$ cat config.mk
export PLATFORM = sky130hd
export DESIGN_NAME = fbscan_top
export DESIGN_NICKNAME = d
export VERILOG_FILES = /design/src/rtl/fbscan_pkg.sv /design/src/rtl/fbscan_pitch.sv /design/src/rtl/fbscan_cnt.sv /design/src/rtl/fbscan_top.sv
export SDC_FILE = /design/constraint.sdc
export NUM_CORES = 1
export LEC_CHECK = 0
export BUFFER_PORTS_ARGS = -buffer_cell sky130_fd_sc_hd__buf_4
export CELL_PAD_IN_SITES_DETAIL_PLACEMENT = 0
export CELL_PAD_IN_SITES_GLOBAL_PLACEMENT = 1
export CORE_MARGIN = 2
export CORE_UTILIZATION = 25
export CTS_CLUSTER_DIAMETER = 30
export DETAILED_ROUTE_END_ITERATION = 16
export PLACE_DENSITY_LB_ADDON = 0.2
export SLEW_MARGIN = 20
export SYNTH_ARGS = -nofsm -noshare
export SYNTH_HDL_FRONTEND = slang
export SYNTH_SLANG_ARGS = --single-unit
export TNS_END_PERCENT = 10
$ cat constraint.sdc
create_clock -name clk -period 10.2 [get_ports clk]
set_input_delay 1.02 -clock clk [delete_from_list [all_inputs] [get_ports clk]]
set_output_delay 1.02 -clock clk [all_outputs]
set_load 0.02 [all_outputs]
$ cat src/rtl/fbscan_pkg.sv
package fbscan_pkg;
   typedef enum logic [1:0] {
      PIX_1B = 2'd0,
      PIX_2B = 2'd1,
      PIX_4B = 2'd2,
      PIX_8B = 2'd3
   } pix_size_t;

   localparam int unsigned BEAT_BYTES = 8;
   localparam int unsigned BEAT_SHIFT = 3;
   localparam int unsigned NUM_SIZES  = 4;
endpackage

$ cat src/rtl/fbscan_pitch.sv
module fbscan_pitch
   import fbscan_pkg::*;
#(
   parameter int unsigned XRES_W = 12
) (
   input  logic [XRES_W-1:0] xres,
   input  pix_size_t         size,
   output logic [XRES_W-1:0] words
);
   localparam int unsigned PROD_W = XRES_W + BEAT_SHIFT;

   logic [PROD_W-1:0] prod [NUM_SIZES];
   logic [PROD_W-1:0] sel_prod;
   logic [PROD_W-1:0] rounded;

   // byte count of one row for each pixel size, multiply before dividing
   generate
      for (genvar g = 0; g < NUM_SIZES; g++) begin : g_size
         assign prod[g] = {{BEAT_SHIFT{1'b0}}, xres} << g;
      end
   endgenerate

   assign sel_prod = prod[size];
   assign rounded  = sel_prod + PROD_W'(BEAT_BYTES - 1);
   assign words    = rounded[PROD_W-1:BEAT_SHIFT];
endmodule

$ cat src/rtl/fbscan_cnt.sv
module fbscan_cnt #(
   parameter int unsigned W = 12
) (
   input  logic         clk,
   input  logic         rst_n,
   input  logic         clr,
   input  logic         inc,
   input  logic [W-1:0] limit,
   output logic [W-1:0] value,
   output logic         last
);
   assign last = (value == limit - W'(1));

   always_ff @(posedge clk) begin
      if (!rst_n) begin
         value <= '0;
      end else if (clr) begin
         value <= '0;
      end else if (inc) begin
         value <= last ? '0 : value + W'(1);
      end
   end
endmodule

$ cat src/rtl/fbscan_top.sv
module fbscan_top
   import fbscan_pkg::*;
#(
   parameter int unsigned ADDR_W = 32,
   parameter int unsigned XRES_W = 12,
   parameter int unsigned YRES_W = 12
) (
   input  logic              clk,
   input  logic              rst_n,
   input  logic              start,
   input  logic [ADDR_W-1:0] cfg_base,
   input  logic [XRES_W-1:0] cfg_xres,
   input  logic [YRES_W-1:0] cfg_yres,
   input  logic [1:0]        cfg_bpp,
   input  logic              req_ready,
   output logic              req_valid,
   output logic [ADDR_W-1:0] req_addr,
   output logic              req_eol,
   output logic              req_eof
);
   generate
      if (ADDR_W < XRES_W + BEAT_SHIFT + 1) begin : g_chk_addr
         $error("fbscan_top: ADDR_W too narrow for XRES_W");
      end
      if (XRES_W < 1 || YRES_W < 1) begin : g_chk_res
         $error("fbscan_top: resolution widths must be positive");
      end
   endgenerate

   logic              active_q;
   logic [ADDR_W-1:0] row_addr_q;
   logic [XRES_W-1:0] pitch_q;
   logic [YRES_W-1:0] yres_q;
   logic [XRES_W-1:0] pitch_new;
   logic [XRES_W-1:0] x_val;
   logic [YRES_W-1:0] y_val;
   logic              x_last;
   logic              y_last;
   logic              start_ok;
   logic              fire;
   logic              row_done;
   logic              frame_done;
   logic [ADDR_W-1:0] pitch_bytes;

   assign start_ok   = start && !active_q && (cfg_xres != '0) && (cfg_yres != '0);
   assign fire       = active_q && req_ready;
   assign row_done   = fire && x_last;
   assign frame_done = row_done && y_last;

   fbscan_pitch #(.XRES_W(XRES_W)) u_pitch (
      .xres  (cfg_xres),
      .size  (pix_size_t'(cfg_bpp)),
      .words (pitch_new)
   );

   fbscan_cnt #(.W(XRES_W)) u_xcnt (
      .clk   (clk),
      .rst_n (rst_n),
      .clr   (start_ok),
      .inc   (fire),
      .limit (pitch_q),
      .value (x_val),
      .last  (x_last)
   );

   fbscan_cnt #(.W(YRES_W)) u_ycnt (
      .clk   (clk),
      .rst_n (rst_n),
      .clr   (start_ok),
      .inc   (row_done),
      .limit (yres_q),
      .value (y_val),
      .last  (y_last)
   );

   assign pitch_bytes = ADDR_W'(pitch_q) << BEAT_SHIFT;

   always_ff @(posedge clk) begin
      if (!rst_n) begin
         active_q   <= 1'b0;
         row_addr_q <= '0;
         pitch_q    <= '0;
         yres_q     <= '0;
      end else if (start_ok) begin
         active_q   <= 1'b1;
         row_addr_q <= {cfg_base[ADDR_W-1:BEAT_SHIFT], {BEAT_SHIFT{1'b0}}};
         pitch_q    <= pitch_new;
         yres_q     <= cfg_yres;
      end else begin
         if (frame_done) begin
            active_q <= 1'b0;
         end
         if (row_done) begin
            row_addr_q <= row_addr_q + pitch_bytes;
         end
      end
   end

   assign req_valid = active_q;
   assign req_addr  = row_addr_q + (ADDR_W'(x_val) << BEAT_SHIFT);
   assign req_eol   = active_q && x_last;
   assign req_eof   = active_q && x_last && y_last;
endmodule

==> flow_summary.toml, run 1 <==
[worst_setup_path]
cp-startpoint = "pitch_q[1]"
crit_fanout = 7
critPathArrivalTime_ns = 3.57
r2r_start = "pitch_q[1]"
required_ns = 9.18
endpoint = "req_eof"
rr_worst_depth = 10
worstSetupPathType = "flop to output pin"
end_kind = "output pin"
r2r_slack_ns = 6.20
reg2reg_to = "u_ycnt.value[0]"
start_kind = "flop"

[clocking]
cts_tree = "built"
hold_buffers = 0
cts-root-buf = "clkbuf_16"
cts_resized = 0
cts.path.max_buffers = 2
post_cts.repair.setup_buffers = 0
cts_buffers = 9
h-tree-depth = 3
cts.clk_slew.worst_paths_ns = 0.07
clk_latency_ns = 0.35
numClockSinks = 78

[layout]
fill_cells = 2663
diodes = 0
drive_gt1_share_pct = 15.4
nNetsFinal = 963
area_growth_pct = 20.8

[placement]
io_buffers = 90
routabilityCongestion = 0.782
dpl.hpwl_um = 14200
dpl_worst_slack_ns = 5.93

[logic_synthesis]
ys_ff_latch = 78
synth-main-ff-cell = "dfxtp_1"
synthTopCellsByCount = "83 x nand2_1, 81 x nor2_1, 78 x dfxtp_1"
synth_area_per_cell_um2 = 7.61
synth_top_area_share_pct = 25.5
synth_largest_area_cell = "dfxtp_1"
netlist_top_cells_area = "dfxtp_1 26%, xor2_1 6.3%, xnor2_1 6.2%, ha_1 5.7%, nand2_1 5.1%"
ys_types = 63
yosysWarnings = 0
synth-edff-count = 0
synthCells = 803
async_flop_share_pct = 0
synth_area_um2 = 6110
yosysSeqAreaShare_pct = 25.5
yosysMostFrequentCell = "nand2_1"

[timing]
hold_slack_ns = 0.474
fin_ws_ns = 5.61
hold_violations = 0
worst_pin_slew_ns = 0.944
rsz0062_at_grt = "false"
slew_violations = 0
relSlewSlack_pct = 36.8
final.period_utilization_pct = 45.0
setup_tns_ns = 0
max_freq_mhz = 218
setup_viol = 0
fin_skew_ns = 0.0143
finalCriticalPeriod_ns = 4.59

[die]
die_w_um = 160
start_util_pct = 25.3
dieHeight_um = 160
boundaryPins = 97
die_area_um2 = 25700
core_area_um2 = 24200
num_rows = 57

[detailed_routing]
vias = 5850
drt-total-wl_um = 18900
antenna_left = 0
vias_per_cell = 4.88
drt_iter0_markers = 461
drt-wirelength-per-cell_um = 15.7
drcViolationCount = 0
drt-pass1-iter-count = 5

[global_routing]
use_met1_pct = 22.8
grt_pass1_wl_um = 31000
grt_usage_pct = 14.9
grt-ovfl-total = 0
grt_antenna_before_repair = 0
grt_max_degree = 61
grtUsageMet2_pct = 21.9
grtUsageMet3_pct = 2.40
grt_pass1_vias = 5692
grt_busiest_layer = "met1"

[run_status]
outcome = "finished, final reports clean"

[power_and_ir_drop]
power_uw = 911
p_per_area_nw_per_um2 = 123
ir_worst_vdd_v = 0.0000808
p_leak_nw = 3.01

[worst_hold_path]
hp-class = "flop to flop"

[flow_run]
cap_violations = 0
power breakdown:
part | internal (mW) | total (mW) | switching [mW] | leakage [nW]
logic | 0.0985 | 0.219 | 0.121 | 2.22
registers | 0.322 | 0.350 | 0.0284 | 0.640
clock network | 0.193 | 0.342 | 0.149 | 0.148
total | 0.613 | 0.911 | 0.298 | 3.01
metal layers:
metal  vias to the layer above  share of wire [%]
met3                         7                2.7
met2                        90                 42
met5                         -                  0
li1                       3053                  -
met4                         0               0.67
met1                      2700                 55
cell usage in the layout (no fill, tap or decap), types with 17 or more instances in the layout:
cell,count
dfxtp_1,78
a21oi_1,56
or3_1,17
and3_1,18
xnor2_1,43
nand4_1,20
ha_1,28
buf_4,97
xor2_1,44
nor3_1,28
nor2_1,81
o21ai_0,45
nand2_1,83
mux2i_1,23
nand3_1,32
cell families (layout without fill, tap and decap cells):
kind of cell / count (synthesis) / after routing / synth area share (%)
simple gates: 328 / 328 / 26.4
compound gates: 192 / 192 / 20.4
xor+xnor: 87 / 87 / 12.5
flops: 78 / 78 / 25.5
buf+inv: 60 / 131 / 4.24
fa+ha+maj: 30 / 30 / 6.38
mux: 27 / 27 / 4.50
other cells: 1 / 3 / 0.0613
worst min-delay path by stage:
| stage | cells after the start | to | startpoint |
|---|---|---|---|
| floorplan | 2 | yres_q[11] | yres_q[11] |
| global placement | 2 | yres_q[11] | yres_q[11] |
| detailed placement | 2 | yres_q[11] | yres_q[11] |
| CTS | 2 | yres_q[11] | yres_q[11] |
| global route | 2 | yres_q[11] | yres_q[11] |
| finish | 2 | yres_q[11] | yres_q[11] |
area by class of cell:
class,count,area (µm²),area share [%]
timing repair buffer,97,728,9.86
inverter,18,67.6,0.914
multi-input combinational,667,4320,58.5
sequential,78,1560,21.1
tap,324,405,5.49
clock inverter,7,80.1,1.08
clock buffer,9,225,3.05
sequential cells by signal, indices dropped and copies added (netlist names):
| name | flops |
|---|---|
| pitch_q | 12 |
| req_valid | 1 |
| row_addr_q | 29 |
| u_xcnt.value | 12 |
| u_ycnt.value | 12 |
| yres_q | 12 |
per-stage QoR:
step | instances | util [%] | cell area [µm²]
after floorplan | 805 | - | 6120
after global placement | 1184 | 29.3 | 7080
after detailed placement | 1184 | 29.3 | 7080
after CTS | 1200 | 30.5 | 7380
after global routing | 1200 | 30.6 | 7390
final | 1200 | 30.6 | 7390
critical path, cell delays in order (launching register included):
cell,delay (ns)
dfxtp_1,0.41
inv_1,0.09
ha_1,0.29
or3b_2,0.49
a211oi_1,0.24
o211ai_1,0.11
or4_4,0.55
nor4_1,0.36
buf_4,0.23
and2_1,0.18
o211a_1,0.16
buf_4,0.13
No activity file was read; power rests on OpenSTA's default activity.
==> run 2: changes to the inputs <==
- clock period: 10.2 -> 3.85 ns (I/O delays scaled with it)
==> run 2 against run 1 <==
Sequential power grew to 2.6 times the previous value. Final cell count is 0.83% higher. Power grew to 2.7 times the previous value. Die area stayed put. Via count is 0.26% lower. Clock skew is 0.0049 ns lower. Register-to-register slack worse by 5.8 ns. Clock power grew to 2.7 times the previous value. Sequential share of layout area is 0.24 points lower. Global-route usage is 0.21 points lower. Hold slack worse by 0.21 ns.
==> flow_summary.toml, run 2 (same netlist as run 1, synthesis figures left out) <==
[die]
core_area_um2 = 24200
die_area_um2 = 25700
boundaryPins = 97
num_rows = 57
die_w_um = 160
start_util_pct = 25.3
dieHeight_um = 160

[detailed_routing]
wl_met3_um = 702
drt-total-wl_um = 18700
drt-wirelength-per-cell_um = 15.5
drt-pass1-iter-count = 5
drcViolationCount = 0
top_layer = "met4"
vias = 5835
drt_iter0_markers = 311
wl_met2_um = 7570
vias_per_cell = 4.82
wl_met1_um = 10200
antenna_left = 0

[clocking]
cts.path.max_buffers = 2
numClockSinks = 78
cts.clk_slew.worst_paths_ns = 0.07
clk_latency_ns = 0.35
cts_tree = "built"
hold_buffers = 0
h-tree-depth = 3
cts_buffers = 9
cts-root-buf = "clkbuf_16"
post_cts.repair.setup_buffers = 0

[timing]
setup_tns_ns = 0
max_freq_mhz = 275
worst_pin_slew_ns = 0.987
slew_violations = 0
fin_skew_ns = 0.00940
final.period_utilization_pct = 94.4
setup_viol = 0
finalCriticalPeriod_ns = 3.64
rsz0062_at_grt = "false"
hold_violations = 0
relSlewSlack_pct = 34.2

[worst_setup_path]
slowest_stage = "or4_4"
start_kind = "flop"
critPathMaxStageDelay_ns = 0.55
cp_top_family = "simple AND/OR/NAND/NOR gates"
crit_fanout = 7
end_kind = "output pin"
required_ns = 3.46
cp.buffers_inverters = 3
worstSetupPathType = "flop to output pin"
critPathArrivalTime_ns = 3.25
cp_common_cell = "buf_4"
crit_chain = "inv_1, ha_2, or3b_2, a211oi_1, o211ai_1, or4_4, nor4_2, buf_4, and2_1, o211a_1, buf_4"

[layout]
multiInputGateArea_um2 = 4330
area_growth_pct = 22.2
diodes = 0
final_cell_mix = "107 x buf_4, 83 x nand2_1, 81 x nor2_1, 78 x dfxtp_1, 56 x a21oi_1"
drive_gt1_share_pct = 16.6
fill_cells = 2676
seqCellArea_um2 = 1560
regMostFlops = "row_addr_q"
largest_register_ffs = 29
fin_area_um2 = 7470
nNetsFinal = 973
mostFrequentLayoutCell = "buf_4"

[power_and_ir_drop]
p_comb_share_pct = 24.6
swShare_pct = 32.6
ir_worst_vdd_v = 0.000134
p_switching_uw = 791
p_per_area_nw_per_um2 = 324
p_clk_share_pct = 37.4
intPower_mw = 1.63
p_seq_share_pct = 37.9
p_leak_nw = 3.06

[placement]
dpl.hpwl_um = 14500
io_buffers = 90
dpl_cell_area_um2 = 7150
routabilityCongestion = 0.802

[global_routing]
grt_pass1_vias = 5624
grt-ovfl-total = 0
grt_max_degree = 53
grt_usage_pct = 14.7
grt_antenna_before_repair = 0
grt_pass1_wl_um = 30400

[worst_hold_path]
hp-class = "input port to flop"

[flow_run]
cap_violations = 0

[run_status]
outcome = "finished, final reports clean"
## run 2: changes by cell type in the layout (fill, tap and decap cells not counted), sizes merged
cell	before	now
buf	97	107
clkinvlp	1	2
inv	19	20
clkinv	4	2
## run 2: final timing paths
| check | to | cells after the start | startpoint | slack [ns] |
|---|---|---|---|---|
| max | req_eof | 11 | pitch_q[0] | 0.21 |
| min | row_addr_q[29] | 3 | cfg_base[29] | 0.26 |
| max reg2reg | row_addr_q[27] | 10 | pitch_q[0] | 0.43 |
| min reg2reg | yres_q[11] | 2 | yres_q[11] | 0.47 |
## run 2: stage by stage
step	total power, mW	instances	hold WS [ns]	util, %	setup WS [ns]
after global routing	2.56	1210	0.259	30.9	0.0156
after CTS	2.46	1210	0.248	30.9	0.116
after detailed placement	1.54	1194	0.472	29.6	0.378
after global placement	1.54	1194	0.467	29.6	0.432
final	2.42	1210	0.263	30.9	0.214
after floorplan	1.33	805	0.448	-	0.539
## run 2: power by group through the flow
stage | Sequential (mW) | Combinational, mW | Clock [mW]
3_5_place_dp | 0.938 | 0.599 | 0
4_1_cts | 0.919 | 0.602 | 0.937
5_1_grt | 0.929 | 0.666 | 0.962
2_1_floorplan | 0.914 | 0.420 | 0
6_report | 0.920 | 0.597 | 0.907
3_3_place_gp | 0.938 | 0.601 | 0
## run 2: repair_timing
item | in CTS | in global routing
endpoints found under the hold margin | 0 | 0
setup endpoints to repair | 1 | 1
resized for setup | 1 | 2
## run 2: tightest hold or removal path: stages
cell	delay (ns)
buf_4	0.08
nand3_1	0.05
nand3_1	0.07
## run 2: cell type report
cell class | count | share of cell area [%]
Clock buffer | 9 | 3.01
Timing Repair Buffer | 107 | 10.8
Inverter | 18 | 0.904
Multi-Input combinational cell | 667 | 57.9
Sequential cell | 78 | 20.9
Tap cell | 324 | 5.43
Clock inverter | 7 | 1.07
## run 2: routing by layer
metal	global-route usage, %	up-vias
li1	-	3071
met1	22.7	2636
met2	21.0	114
met3	1.99	14
met4	4.46	0
met5	0	-
==> run 3: changes to the inputs <==
- REMOVE_ABC_BUFFERS: unset -> 1
==> run 3 against run 2 <==
Clock-buffer cell count grew 1. Worst setup slack gained 0.096 ns. Power grew 4.5%. Final cell count is the same. Wire length grew 4.4%. First-iteration DRC count grew 8.4%.
==> flow_summary.toml, run 3 (same netlist as run 1, synthesis figures left out) <==
[run_status]
outcome = "finished, final reports clean"

[global_routing]
use_met1_pct = 21.1
grtUsageMet3_pct = 1.99
grt_max_degree = 53
grtUsageMet2_pct = 25.4
grt_usage_pct = 15.4
grt_antenna_before_repair = 0
grt_pass1_vias = 5832
grt_pass1_wl_um = 31600
grt_busiest_layer = "met2"
grt-ovfl-total = 0

[worst_setup_path]
worstSetupPathType = "flop to output pin"
r2r_slack_ns = 0.38
start_kind = "flop"
crit_chain = "inv_1, ha_1, or3b_2, a211oi_1, o211ai_1, or4_4, nor4_2, and2_1, o211a_1, buf_4"
end_kind = "output pin"
critPathMaxStageDelay_ns = 0.54
r2r_start = "pitch_q[0]"
rr_worst_depth = 10
critPathArrivalTime_ns = 3.15
required_ns = 3.46
crit_fanout = 7
reg2reg_to = "row_addr_q[27]"
slowest_stage = "or4_4"

[power_and_ir_drop]
ir_worst_vdd_v = 0.000215
p_leak_nw = 3.08
p_per_area_nw_per_um2 = 337

[die]
dieHeight_um = 160
boundaryPins = 97
core_area_um2 = 24200
die_w_um = 160
die_area_um2 = 25700
num_rows = 57
start_util_pct = 25.3

[layout]
nNetsFinal = 973
largest_register_ffs = 29
regMostFlops = "row_addr_q"
final_cell_mix = "106 x buf_4, 83 x nand2_1, 81 x nor2_1, 78 x dfxtp_1, 56 x a21oi_1"
mostFrequentLayoutCell = "buf_4"
diodes = 0
area_growth_pct = 22.9
drive_gt1_share_pct = 16.4

[placement]
dpl_worst_slack_ns = 0.387
dpl.hpwl_um = 14800
routabilityCongestion = 0.807
io_buffers = 90

[clocking]
hold_buffers = 0
cts_buffers = 9
cts-root-buf = "clkbuf_16"
numClockSinks = 78
cts.clk_slew.worst_paths_ns = 0.06
cts.path.max_buffers = 2
h-tree-depth = 3
cts_tree = "built"
clk_latency_ns = 0.35

[timing]
fin_skew_ns = 0.0118
hold_violations = 0
fin_ws_ns = 0.310
worst_pin_slew_ns = 1.07
final.period_utilization_pct = 91.9
rsz0062_at_grt = "false"
hold_slack_ns = 0.277
max_freq_mhz = 282
setup_viol = 0
finalCriticalPeriod_ns = 3.54
slew_violations = 0
relSlewSlack_pct = 28.9

[worst_hold_path]
holdPathStages = 3
hp-start = "cfg_base[29]"
holdPathEnd = "row_addr_q[29]"
hp-class = "input port to flop"

[detailed_routing]
vias_per_cell = 4.82
antenna_left = 0
drcViolationCount = 0
vias = 5835
drt-total-wl_um = 19500
drt_iter0_markers = 337
drt-pass1-iter-count = 4
drt-wirelength-per-cell_um = 16.1

[flow_run]
cap_violations = 0
==> run 3: changes by cell type in the layout (fill, tap and decap cells not counted) <==
cell and delta:
ha_1 +1, clkbuf_1 +1, buf_12 +1, inv_6 -4
bufinv_16 +2, ha_2 -1, buf_4 -1, clkinv_2 +1
==> run 3: metrics by stage <==
step	area, µm²	util [%]	power (mW)	TNS, ns	instances
after floorplan	5930	-	1.31	-50.05	763
after global placement	7160	29.6	1.55	0	1194
after detailed placement	7160	29.6	1.55	0	1194
after CTS	7500	31.0	2.56	0	1210
after global routing	7520	31.1	2.67	0	1210
final	7520	31.1	2.53	0	1210
==> run 3: worst max-delay path by stage <==
stage                          from             end  slack [ns]
finish                   pitch_q[0]         req_eof        0.31
detailed placement       pitch_q[0]  row_addr_q[27]        0.39
global placement         pitch_q[0]  row_addr_q[27]        0.41
CTS                      pitch_q[0]         req_eof        0.11
floorplan                pitch_q[0]  row_addr_q[15]       -1.98
global route        u_xcnt.value[0]    req_addr[27]        0.05
==> run 3: final cells by class <==
type | instances | area [µm²]
Fill cell | 2608 | 16700
Multi-Input combinational cell | 667 | 4330
Sequential cell | 78 | 1560
Timing Repair Buffer | 107 | 816
Tap cell | 324 | 405
Clock buffer | 10 | 229
Clock inverter | 6 | 110
Inverter | 18 | 67.6
==> run 3: critical path, delay by kind of cell, from the launching register on <==
kind	cells	cell delay (ns)
simple gates	4	1.50
buf+inv	2	0.19
compound gates	3	0.54
fa+ha+maj	1	0.28
flops	1	0.31
==> run 3: per-layer routing <==
metal | share of wire (%) | vias up | wire [µm]
met5 | 0 | - | 0
met4 | 1.2 | 0 | 238
met1 | 51 | 2712 | 9920
met3 | 1.7 | 13 | 329
li1 | - | 3063 | -
met2 | 46 | 47 | 9040
==> run 3: power breakdown <==
part | internal [mW] | switching (mW) | total (mW)
Combinational | 0.267 | 0.336 | 0.604
Clock | 0.633 | 0.374 | 1.01
Sequential | 0.852 | 0.0683 | 0.920
Total | 1.75 | 0.779 | 2.53
==> run 3: timing repair <==
item | CTS | global route
setup buffers | 0 | 0
endpoints found under the setup margin | 0 | 1
gates resized for setup | 0 | 2
